`src/rtl/sbb_pkg.sv`:
```
package sbb_pkg;
  typedef enum logic {PH_LOW, PH_HIGH} gen_phase_e;

  // one-cycle falling edge between a delayed and a current sample
  function automatic logic fell(input logic prev, input logic cur);
    return prev & ~cur;
  endfunction

  // number of unread entries from wrapping pointers (one extra wrap bit)
  function automatic int unsigned fill_level(input int unsigned wp,
                                             input int unsigned rp,
                                             input int unsigned depth);
    return (wp + 2 * depth - rp) % (2 * depth);
  endfunction
endpackage

```
`src/rtl/sbb_sync.sv`:
```
module sbb_sync #(
  parameter int W      = 2,
  parameter int STAGES = 2
) (
  input  logic         clk,
  input  logic         rst_n,
  input  logic [W-1:0] d,
  output logic [W-1:0] q
);
  logic [W-1:0] st [STAGES];

  for (genvar s = 0; s < STAGES; s++) begin : g_stage
    if (s == 0) begin : g_first
      always_ff @(posedge clk or negedge rst_n)
        if (!rst_n) st[0] <= '0;
        else        st[0] <= d;
    end else begin : g_next
      always_ff @(posedge clk or negedge rst_n)
        if (!rst_n) st[s] <= '0;
        else        st[s] <= st[s-1];
    end
  end

  assign q = st[STAGES-1];
endmodule

```
`src/rtl/sbb_store.sv`:
```
module sbb_store #(
  parameter int DEPTH = 16
) (
  input  logic                     clk,
  input  logic                     rst_n,
  input  logic                     clr,
  input  logic                     wr_vld,
  input  logic                     wr_bit,
  input  logic                     sync_hit,
  input  logic                     adv,
  output logic                     rd_bit,
  output logic                     rdy,
  output logic                     ovf,
  output logic                     armed,
  output logic [$clog2(DEPTH):0]   occ,
  output logic                     store_ev,
  output logic                     drop_ev
);
  localparam int AW = $clog2(DEPTH);

  logic [AW:0] wp, rp;
  logic        mem [DEPTH];
  logic        arm_now, full, empty, pop_ev;

  assign occ     = AW'(0) == 0 ? (AW+1)'(sbb_pkg::fill_level(int'(wp), int'(rp), DEPTH)) : '0;
  assign full    = (occ == (AW+1)'(DEPTH));
  assign empty   = (wp == rp);
  assign arm_now = armed | (wr_vld & sync_hit);

  assign store_ev = wr_vld & arm_now & ~full & ~clr;
  assign drop_ev  = wr_vld & arm_now &  full & ~clr;
  assign pop_ev   = adv & ~empty & ~clr;

  always_ff @(posedge clk or negedge rst_n) begin
    if (!rst_n) begin
      wp    <= '0;
      rp    <= '0;
      armed <= 1'b0;
      ovf   <= 1'b0;
    end else if (clr) begin
      wp    <= '0;
      rp    <= '0;
      armed <= 1'b0;
      ovf   <= 1'b0;
    end else begin
      armed <= arm_now;
      if (store_ev) wp  <= wp + 1'b1;
      if (pop_ev)   rp  <= rp + 1'b1;
      if (drop_ev)  ovf <= 1'b1;
    end
  end

  always_ff @(posedge clk)
    if (store_ev) mem[wp[AW-1:0]] <= wr_bit;

  assign rdy    = ~empty;
  assign rd_bit = empty ? 1'b0 : mem[rp[AW-1:0]];
endmodule

```
`src/rtl/sbb_reader.sv`:
```
module sbb_reader #(
  parameter int HALF_CYC = 38
) (
  input  logic clk,
  input  logic rst_n,
  input  logic clr,
  input  logic slave_s,
  input  logic hclk_s,
  input  logic rdy,
  output logic adv,
  output logic slave_fall,
  output logic clk_out,
  output logic clk_oe
);
  import sbb_pkg::*;
  localparam int CW = $clog2(HALF_CYC + 1);
  localparam logic [CW-1:0] LAST = CW'(HALF_CYC - 1);

  logic            hclk_prev;
  gen_phase_e      phase;
  logic [CW-1:0]   cnt;
  logic            m_adv;

  // slave path: edge detect on the synchronized host clock
  always_ff @(posedge clk or negedge rst_n)
    if (!rst_n) hclk_prev <= 1'b0;
    else        hclk_prev <= hclk_s;

  assign slave_fall = slave_s & fell(hclk_prev, hclk_s);

  // master path: a started high phase always completes
  always_ff @(posedge clk or negedge rst_n) begin
    if (!rst_n) begin
      phase <= PH_LOW;
      cnt   <= '0;
      m_adv <= 1'b0;
    end else if (clr) begin
      phase <= PH_LOW;
      cnt   <= '0;
      m_adv <= 1'b0;
    end else begin
      m_adv <= 1'b0;
      if (phase == PH_LOW) begin
        if (cnt != LAST)           cnt <= cnt + 1'b1;
        else if (!slave_s && rdy) begin
          phase <= PH_HIGH;
          cnt   <= '0;
        end
      end else begin
        if (cnt == LAST) begin
          phase <= PH_LOW;
          cnt   <= '0;
          m_adv <= 1'b1;
        end else begin
          cnt <= cnt + 1'b1;
        end
      end
    end
  end

  assign clk_out = (phase == PH_HIGH);
  assign clk_oe  = ~slave_s;
  assign adv     = slave_fall | m_adv;
endmodule

```
`src/rtl/sbb_readout_port.sv`:
```
module sbb_readout_port #(
  parameter int DEPTH       = 16,
  parameter int HALF_CYC    = 38,
  parameter int SYNC_STAGES = 2
) (
  input  logic clk,
  input  logic rst_n,
  input  logic clr,
  input  logic wr_vld,
  input  logic wr_bit,
  input  logic sync_hit,
  input  logic host_clk,
  input  logic mode_slave,
  output logic rdy,
  output logic rd_data,
  output logic clk_out,
  output logic clk_oe,
  output logic ovf
);
  localparam int AW = $clog2(DEPTH);

  logic [1:0]  sync_q;
  logic        slave_s, hclk_s;
  logic        adv, slave_fall, armed, store_ev, drop_ev;
  logic [AW:0] occ;

  sbb_sync #(.W(2), .STAGES(SYNC_STAGES)) u_sync (
    .clk(clk), .rst_n(rst_n), .d({mode_slave, host_clk}), .q(sync_q)
  );
  assign slave_s = sync_q[1];
  assign hclk_s  = sync_q[0];

  sbb_store #(.DEPTH(DEPTH)) u_store (
    .clk(clk), .rst_n(rst_n), .clr(clr),
    .wr_vld(wr_vld), .wr_bit(wr_bit), .sync_hit(sync_hit), .adv(adv),
    .rd_bit(rd_data), .rdy(rdy), .ovf(ovf), .armed(armed), .occ(occ),
    .store_ev(store_ev), .drop_ev(drop_ev)
  );

  sbb_reader #(.HALF_CYC(HALF_CYC)) u_reader (
    .clk(clk), .rst_n(rst_n), .clr(clr),
    .slave_s(slave_s), .hclk_s(hclk_s), .rdy(rdy),
    .adv(adv), .slave_fall(slave_fall), .clk_out(clk_out), .clk_oe(clk_oe)
  );
endmodule

```
`config.mk`:
```
export PLATFORM = sky130hd
export DESIGN_NAME = sbb_readout_port
export DESIGN_NICKNAME = d
export VERILOG_FILES = /design/src/rtl/sbb_pkg.sv /design/src/rtl/sbb_sync.sv /design/src/rtl/sbb_store.sv /design/src/rtl/sbb_reader.sv /design/src/rtl/sbb_readout_port.sv
export SDC_FILE = /design/constraint.sdc
export NUM_CORES = 1
export LEC_CHECK = 0
export ABC_AREA = 0
export BUFFER_PORTS_ARGS = -buffer_cell sky130_fd_sc_hd__buf_4
export CAP_MARGIN = 0
export CORE_AREA = 2 2 77 79
export CTS_CLUSTER_SIZE = 28
export DETAILED_ROUTE_END_ITERATION = 7
export DIE_AREA = 0 0 79 81
export PLACE_DENSITY = 0.62
export SLEW_MARGIN = 10
export SYNTH_ARGS = -nofsm -noshare
export SYNTH_HDL_FRONTEND = slang
export SYNTH_HIERARCHICAL = 1
export SYNTH_SLANG_ARGS = --single-unit
```
`constraint.sdc`:
```
create_clock -name clk -period 2.3 [get_ports clk]
set_input_delay 0.345 -clock clk [delete_from_list [all_inputs] [get_ports clk]]
set_output_delay 0.345 -clock clk [all_outputs]
set_load 0.01 [all_outputs]
```
==> summary.txt, run 1 <==
Outcome -> finished, violations left
Failing checks -> negative setup slack
Post-route ant nets -> 0
Vias in the first global route -> 1389
Residual DRC -> 0
Critical Path RT -> 1960 ps
Flop pwr share -> 0.526
Sw Pwr -> 0.340 mW
Max-slew violations -> 0
Clk root buf -> clkbuf_8
Setup TNS -> -55.9 ps
DRT Wirelength -> 4.23 mm
WL per Instance -> 14.8 um
Hold Vio Cnt, Final -> 0
Fmax -> 0.424 GHz
Die area -> 6400 sq um
Row count -> 28
RSZ-0062 raised after global routing -> yes
GPL Wtd Cong -> 0.761
Syn. warnings -> 6
Sw Ratio -> 0.227
Pin count of the biggest net entering global routing -> 26
Crit-path slowest cell -> mux4_2
Drt initial violations -> 89
Final WS setup -> -55.9 ps
Die width -> 79 um
Fin crit share -> 1.02
Slew headroom -> 0.617
Non-filler cells, final -> 286
CP endpoint kind -> output pin
Initial antenna violation count -> 0
Crit-path cells -> buf_6, mux4_2, mux4_2, and2_4, buf_6
Worst Path Arrival -> 2010 ps
Clock Sinks -> 41
Mapped Nets -> 200
CP max FO -> 5
Worst path bufs/invs -> 2
Vias post-DR -> 1468
Num CTS Buffers -> 5
Worst Clk Skew -> 6.03 ps
Leakage dissipation -> 1.17 nW
First-pass GRT wire length -> 6.96 mm
Max-cap violation count -> 0
Max stage delay on crit path -> 480 ps
Hold path startpoint -> host_clk
Antenna Cells -> 0
# setup viols final -> 1
Clock Latency Late Sink -> 290 ps
Deepest clock path buffer count -> 2
Starting Density -> 0.382
Routed vias/inst -> 5.13
Ports -> 13
FF-to-FF Start -> u_store/wp[2]
Post-detail-place hpwl -> 2.96 mm
H-tree Lvls -> 2
Mapped Cells -> 180
CTS tree -> built
Share of layout cells above drive strength 1 -> 0.308
Internal power -> 1.16 mW
CTS clock-pin slew for the worst setup and hold paths -> 80 ps
First-pass iteration count of the detailed router -> 4
Gate power share -> 0.105
Clock share of power -> 0.369
Core area -> 5680 sq um
Worst Setup SP -> u_store/rp[0]
Startpoint types -> register
Critical path class -> register to output pin
VDD IR max -> 0.000377 V
Number of port buffers -> 12
HP Class -> input pin to register
Kind of cell adding the most delay to the critical path -> multiplexers
Pwr Density -> 569 nW/um^2
Nets -> 230
Die Height -> 81 um
Post-layout min period -> 2360 ps
Slew @ Worst Pin -> 570 ps
Total gr overflow -> 0
Mean Syn Cell Area -> 12.0 sq um
Layout area overhead -> 21.2%
Final Core Density -> 0.463
Syn Std Cell Area -> 2170 sq um
Post-placement cell count -> 275
GRT Total Usage -> 0.142
==> routing by layer <==
metal  global-route usage  part of all wire
met1                0.200              0.48
met2                0.223              0.49
met3               0.0300             0.023
met4               0.0414            0.0099
met5                    0                 0
==> worst reg2reg max path: stages, from the launching register on <==
cell and delay, ps:
dfrtp_1 400, ha_1 430, nand3b_1 160, and3b_1 230
o2111a_2 290, nor3_4 230, and4bb_2 270
==> registers in the layout, indices dropped and copies added, names as in the netlist <==
signal and count:
u_sync/st 2, u_reader/hclk_prev 1, u_reader/clk_out 1, u_reader/m_adv 1, u_store/armed 1, u_store/ovf 1, u_store/wp 5, u_sync/q 2
u_reader/cnt 6, u_store/mem 16, u_store/rp 5
==> per-stage QoR <==
stage | instance area [sq um] | hold WS (ps) | setup slack [ps] | power, mW
2_1_floorplan | 2170 | 49.4 | 21.9 | 0.878
3_3_place_gp | 2420 | 274 | 17.3 | 0.938
3_5_place_dp | 2420 | 276 | -60.3 | 0.940
4_1_cts | 2550 | 151 | -80.1 | 1.50
5_1_grt | 2630 | 137 | -181 | 1.57
6_report | 2630 | 158 | -55.9 | 1.50
==> cells in the final DEF, fill, tap and decap left out, types with 2 or more instances in the layout <==
master	instances
buf_4	25
dfrtp_1	25
nor2_1	16
edfxtp_1	16
and3_1	11
ha_1	10
a21oi_1	9
nand3_1	9
inv_1	8
clkbuf_8	6
o21ai_0	5
xnor2_1	5
mux4_2	5
nand4_1	4
buf_6	3
and4b_1	3
xor2_1	3
nand3_2	3
nor2b_1	3
or2_2	2
mux2i_1	2
a21o_1	2
inv_2	2
nor3_4	2
o21a_1	2
and3_4	2
and4bb_2	2
nor3_2	2
mux2_2	2
==> worst paths after layout <==
kind,depth (start not counted),to,slack [ps]
setup / recovery,5,rd_data,-60
hold reg to reg,0,u_sync/q[1],350
hold / removal,1,u_sync/st[2],160
setup reg to reg,6,u_store/mem[1],20
min in group asynchronous,2,u_sync/st[2],490
max in group asynchronous,2,u_store/wp[2],1560
==> power by group through the flow <==
stage / clock network (mW) / logic, mW / registers (mW)
after floorplan: 0 / 0.0771 / 0.801
after global placement: 0 / 0.136 / 0.803
after detailed placement: 0 / 0.137 / 0.803
after CTS: 0.566 / 0.146 / 0.788
after global routing: 0.607 / 0.175 / 0.790
final: 0.552 / 0.157 / 0.787
==> what timing repair did <==
action | 4_1_cts | 5_1_grt
gates resized for setup | 10 | 14
endpoints found under the setup margin | 18 | 20
hold buffers | 1 | 0
endpoints found under the hold margin | 25 | 0
buffers inserted | 1 | 2
pin swaps | 2 | 4
==> final cells by class <==
class                           count  area [sq um]
Inverter                           10          37.5
Clock buffer                        8           111
Multi-Input combinational cell    123          1050
Fill cell                         537          3050
Sequential cell                    41          1110
Tap cell                           75          93.8
Timing Repair Buffer               29           231
Note: power is estimated with default switching activity, not from simulation.
==> inputs of run 2 (changes only) <==
--- a/config.mk
+++ b/config.mk
@@ -5,14 +5,14 @@
 export SDC_FILE = /design/constraint.sdc
 export NUM_CORES = 1
 export LEC_CHECK = 0
-export ABC_AREA = 0
+export ABC_AREA = 1
 export BUFFER_PORTS_ARGS = -buffer_cell sky130_fd_sc_hd__buf_4
 export CAP_MARGIN = 0
-export CORE_AREA = 2 2 77 79
+export CORE_AREA = 2 2 80 82
 export CTS_CLUSTER_SIZE = 28
 export DETAILED_ROUTE_END_ITERATION = 7
-export DIE_AREA = 0 0 79 81
-export PLACE_DENSITY = 0.62
+export DIE_AREA = 0 0 82 84
+export PLACE_DENSITY = 0.61
 export SLEW_MARGIN = 10
 export SYNTH_ARGS = -nofsm -noshare
 export SYNTH_HDL_FRONTEND = slang
==> summary.txt, run 2 <==
Pwr Density -> 656 nW/um^2 (+15%)
Largest register FFs -> 16 (unchanged)
Antenna Cells -> 0 (unchanged)
Routed vias/inst -> 4.75 (-7.5%)
Pin count of the biggest net entering global routing -> 26 (unchanged)
Startpoint types -> register
RSZ-0062 raised after global routing -> no
Starting Density -> 0.378 (-0.00398)
Core area -> 6100 sq um (+7.4%)
Fmax -> 0.454 GHz (+7.1%)
Ports -> 13 (unchanged)
GPL Wtd Cong -> 0.805 (+5.8%)
Vias in the first global route -> 1695 (+22%)
Post-route ant nets -> 0 (unchanged)
DRT Wirelength -> 4.45 mm (+5.3%)
VDD IR max -> 0.000436 V (+16%)
Syn. warnings -> 6 (unchanged)
Hold Path Depth -> 1 (unchanged)
Most common cell after layout, fill and taps aside -> nand2_1
HP Class -> input pin to register
Worst Path Arrival -> 2260 ps (+250 ps)
Busiest grt layer -> met2
# setup viols final -> 0 (-1)
Final Core Density -> 0.437 (-0.0262)
M1 GR Usage -> 0.190 (-0.0101)
Clock Latency Late Sink -> 290 ps (about the same)
Num CTS Buffers -> 5 (unchanged)
Grt met2 use -> 0.213 (-0.0100)
Mapped Nets -> 283 (+42%)
Share of layout cells above drive strength 1 -> 0.183 (-0.125)
Syn Std Cell Area -> 2300 sq um (+6.3%)
Final WS setup -> 99.5 ps (+155 ps)
Die Height -> 84 um (+3.7%)
Die width -> 82 um (+3.8%)
H-tree Lvls -> 2 (unchanged)
CP max FO -> 8 (+3)
Met3 usage -> 0.0411 (+0.0111)
Tot Pwr -> 1.75 mW (+17%)
Hold Vio Cnt, Final -> 0 (unchanged)
Outcome -> finished clean
Drt initial violations -> 106 (+19%)
RR Endpoint -> u_store/mem[11]
First-pass iteration count of the detailed router -> 4 (unchanged)
Leakage dissipation -> 1.20 nW (+2.4%)
Vias post-DR -> 1742 (+19%)
Total gr overflow -> 0 (unchanged)
Max-cap violation count -> 0 (unchanged)
Placement Setup Slack -> 41.0 ps (+101 ps)
WL per Instance -> 12.1 um (-18%)
Slew headroom -> 0.744 (+0.127)
CP endpoint kind -> register
Row count -> 29 (+3.6%)
Die area -> 6890 sq um (+7.6%)
Slew @ Worst Pin -> 383 ps (-187 ps)
WHS Endpoint -> u_sync/st[3]
Critical path class -> register to register
CTS tree -> built
Deepest clock path buffer count -> 2 (unchanged)
GRT Total Usage -> 0.142 (-0.000208)
Reg2Reg Depth -> 9 (+3)
CTS clock-pin slew for the worst setup and hold paths -> 80 ps (about the same)
Post-layout min period -> 2200 ps (-155 ps)
Nets -> 309 (+34%)
Clk root buf -> clkbuf_8
Max-slew violations -> 0 (unchanged)
Number of port buffers -> 12 (unchanged)
Post-detail-place hpwl -> 3.27 mm (+10%)
Residual DRC -> 0 (unchanged)
Fin crit share -> 0.957 (-0.0676)
FF-to-FF setup slack -> 100 ps (+80 ps)
Mean Syn Cell Area -> 8.76 sq um (-27%)
Clock Sinks -> 41 (unchanged)
First-pass GRT wire length -> 7.60 mm (+9.1%)
Commonest cells after routing, fill and taps aside -> nand2_1 (69), nand3_1 (26), inv_1 (25), dfrtp_1 (25), nor2_1 (24)
Setup TNS -> 0 ps (+55.9 ps)
Critical Path RT -> 2360 ps (+400 ps)
Hold path startpoint -> mode_slave
Layout area overhead -> 15.6%
FF-to-FF Start -> u_store/wp[0]
Initial antenna violation count -> 0 (unchanged)
Worst Clk Skew -> 9.28 ps (+3.25 ps)
Mapped Cells -> 263 (+46%)
## run 2: worst max path at each step
stage	slack [ps]	cells after the start	end	start
floorplan	60	10	u_store/mem[15]	u_store/wp[0]
global placement	110	9	u_store/mem[2]	u_store/wp[0]
detailed placement	40	9	u_store/mem[2]	u_store/wp[0]
CTS	30	9	u_store/mem[2]	u_store/wp[0]
global route	9	9	u_store/mem[2]	u_store/wp[0]
finish	100	9	u_store/mem[11]	u_store/wp[0]
## run 2: timing repair
action / in CTS / in global routing
hold buffers: 1 / 0
gates resized for setup: 0 / 3
setup buffers: 0 / 3
endpoints found under the setup margin: 0 / 17
endpoints found under the hold margin: 25 / 0
## run 2: final cells by class
class                   instances  area, sq um
clock buffers                   6         82.6
clock inverters                 2         13.8
fillers                       614         3430
inverters                      27          105
multi-input cells             190         1080
flip-flops and latches         41         1110
well taps                      77         96.3
repair buffers                 24          183
## run 2: critical path, cell delays in order (launching register included)
cell	delay (ps)
dfrtp_1	360
inv_1	60
ha_1	180
inv_1	90
fa_1	410
or2_2	340
nor2_4	130
nand3_4	150
nand3_4	180
nor2_2	60
## run 2: layer usage
metal | vias up | routed length [um]
li1 | 908 | -
met1 | 799 | 2090
met2 | 31 | 2120
met3 | 4 | 176
met4 | 0 | 62
met5 | - | 0
## run 2: power by group
part,internal [mW],switching (mW)
registers,0.784,0.0190
logic,0.180,0.272
clock network,0.243,0.250
## run 2: through the flow
step	cells	cell area (sq um)	hold slack, ps
floorplan	263	2300	49.4
global placement	354	2510	264
detailed placement	354	2510	269
CTS	363	2620	141
global route	367	2660	132
finish	367	2660	154
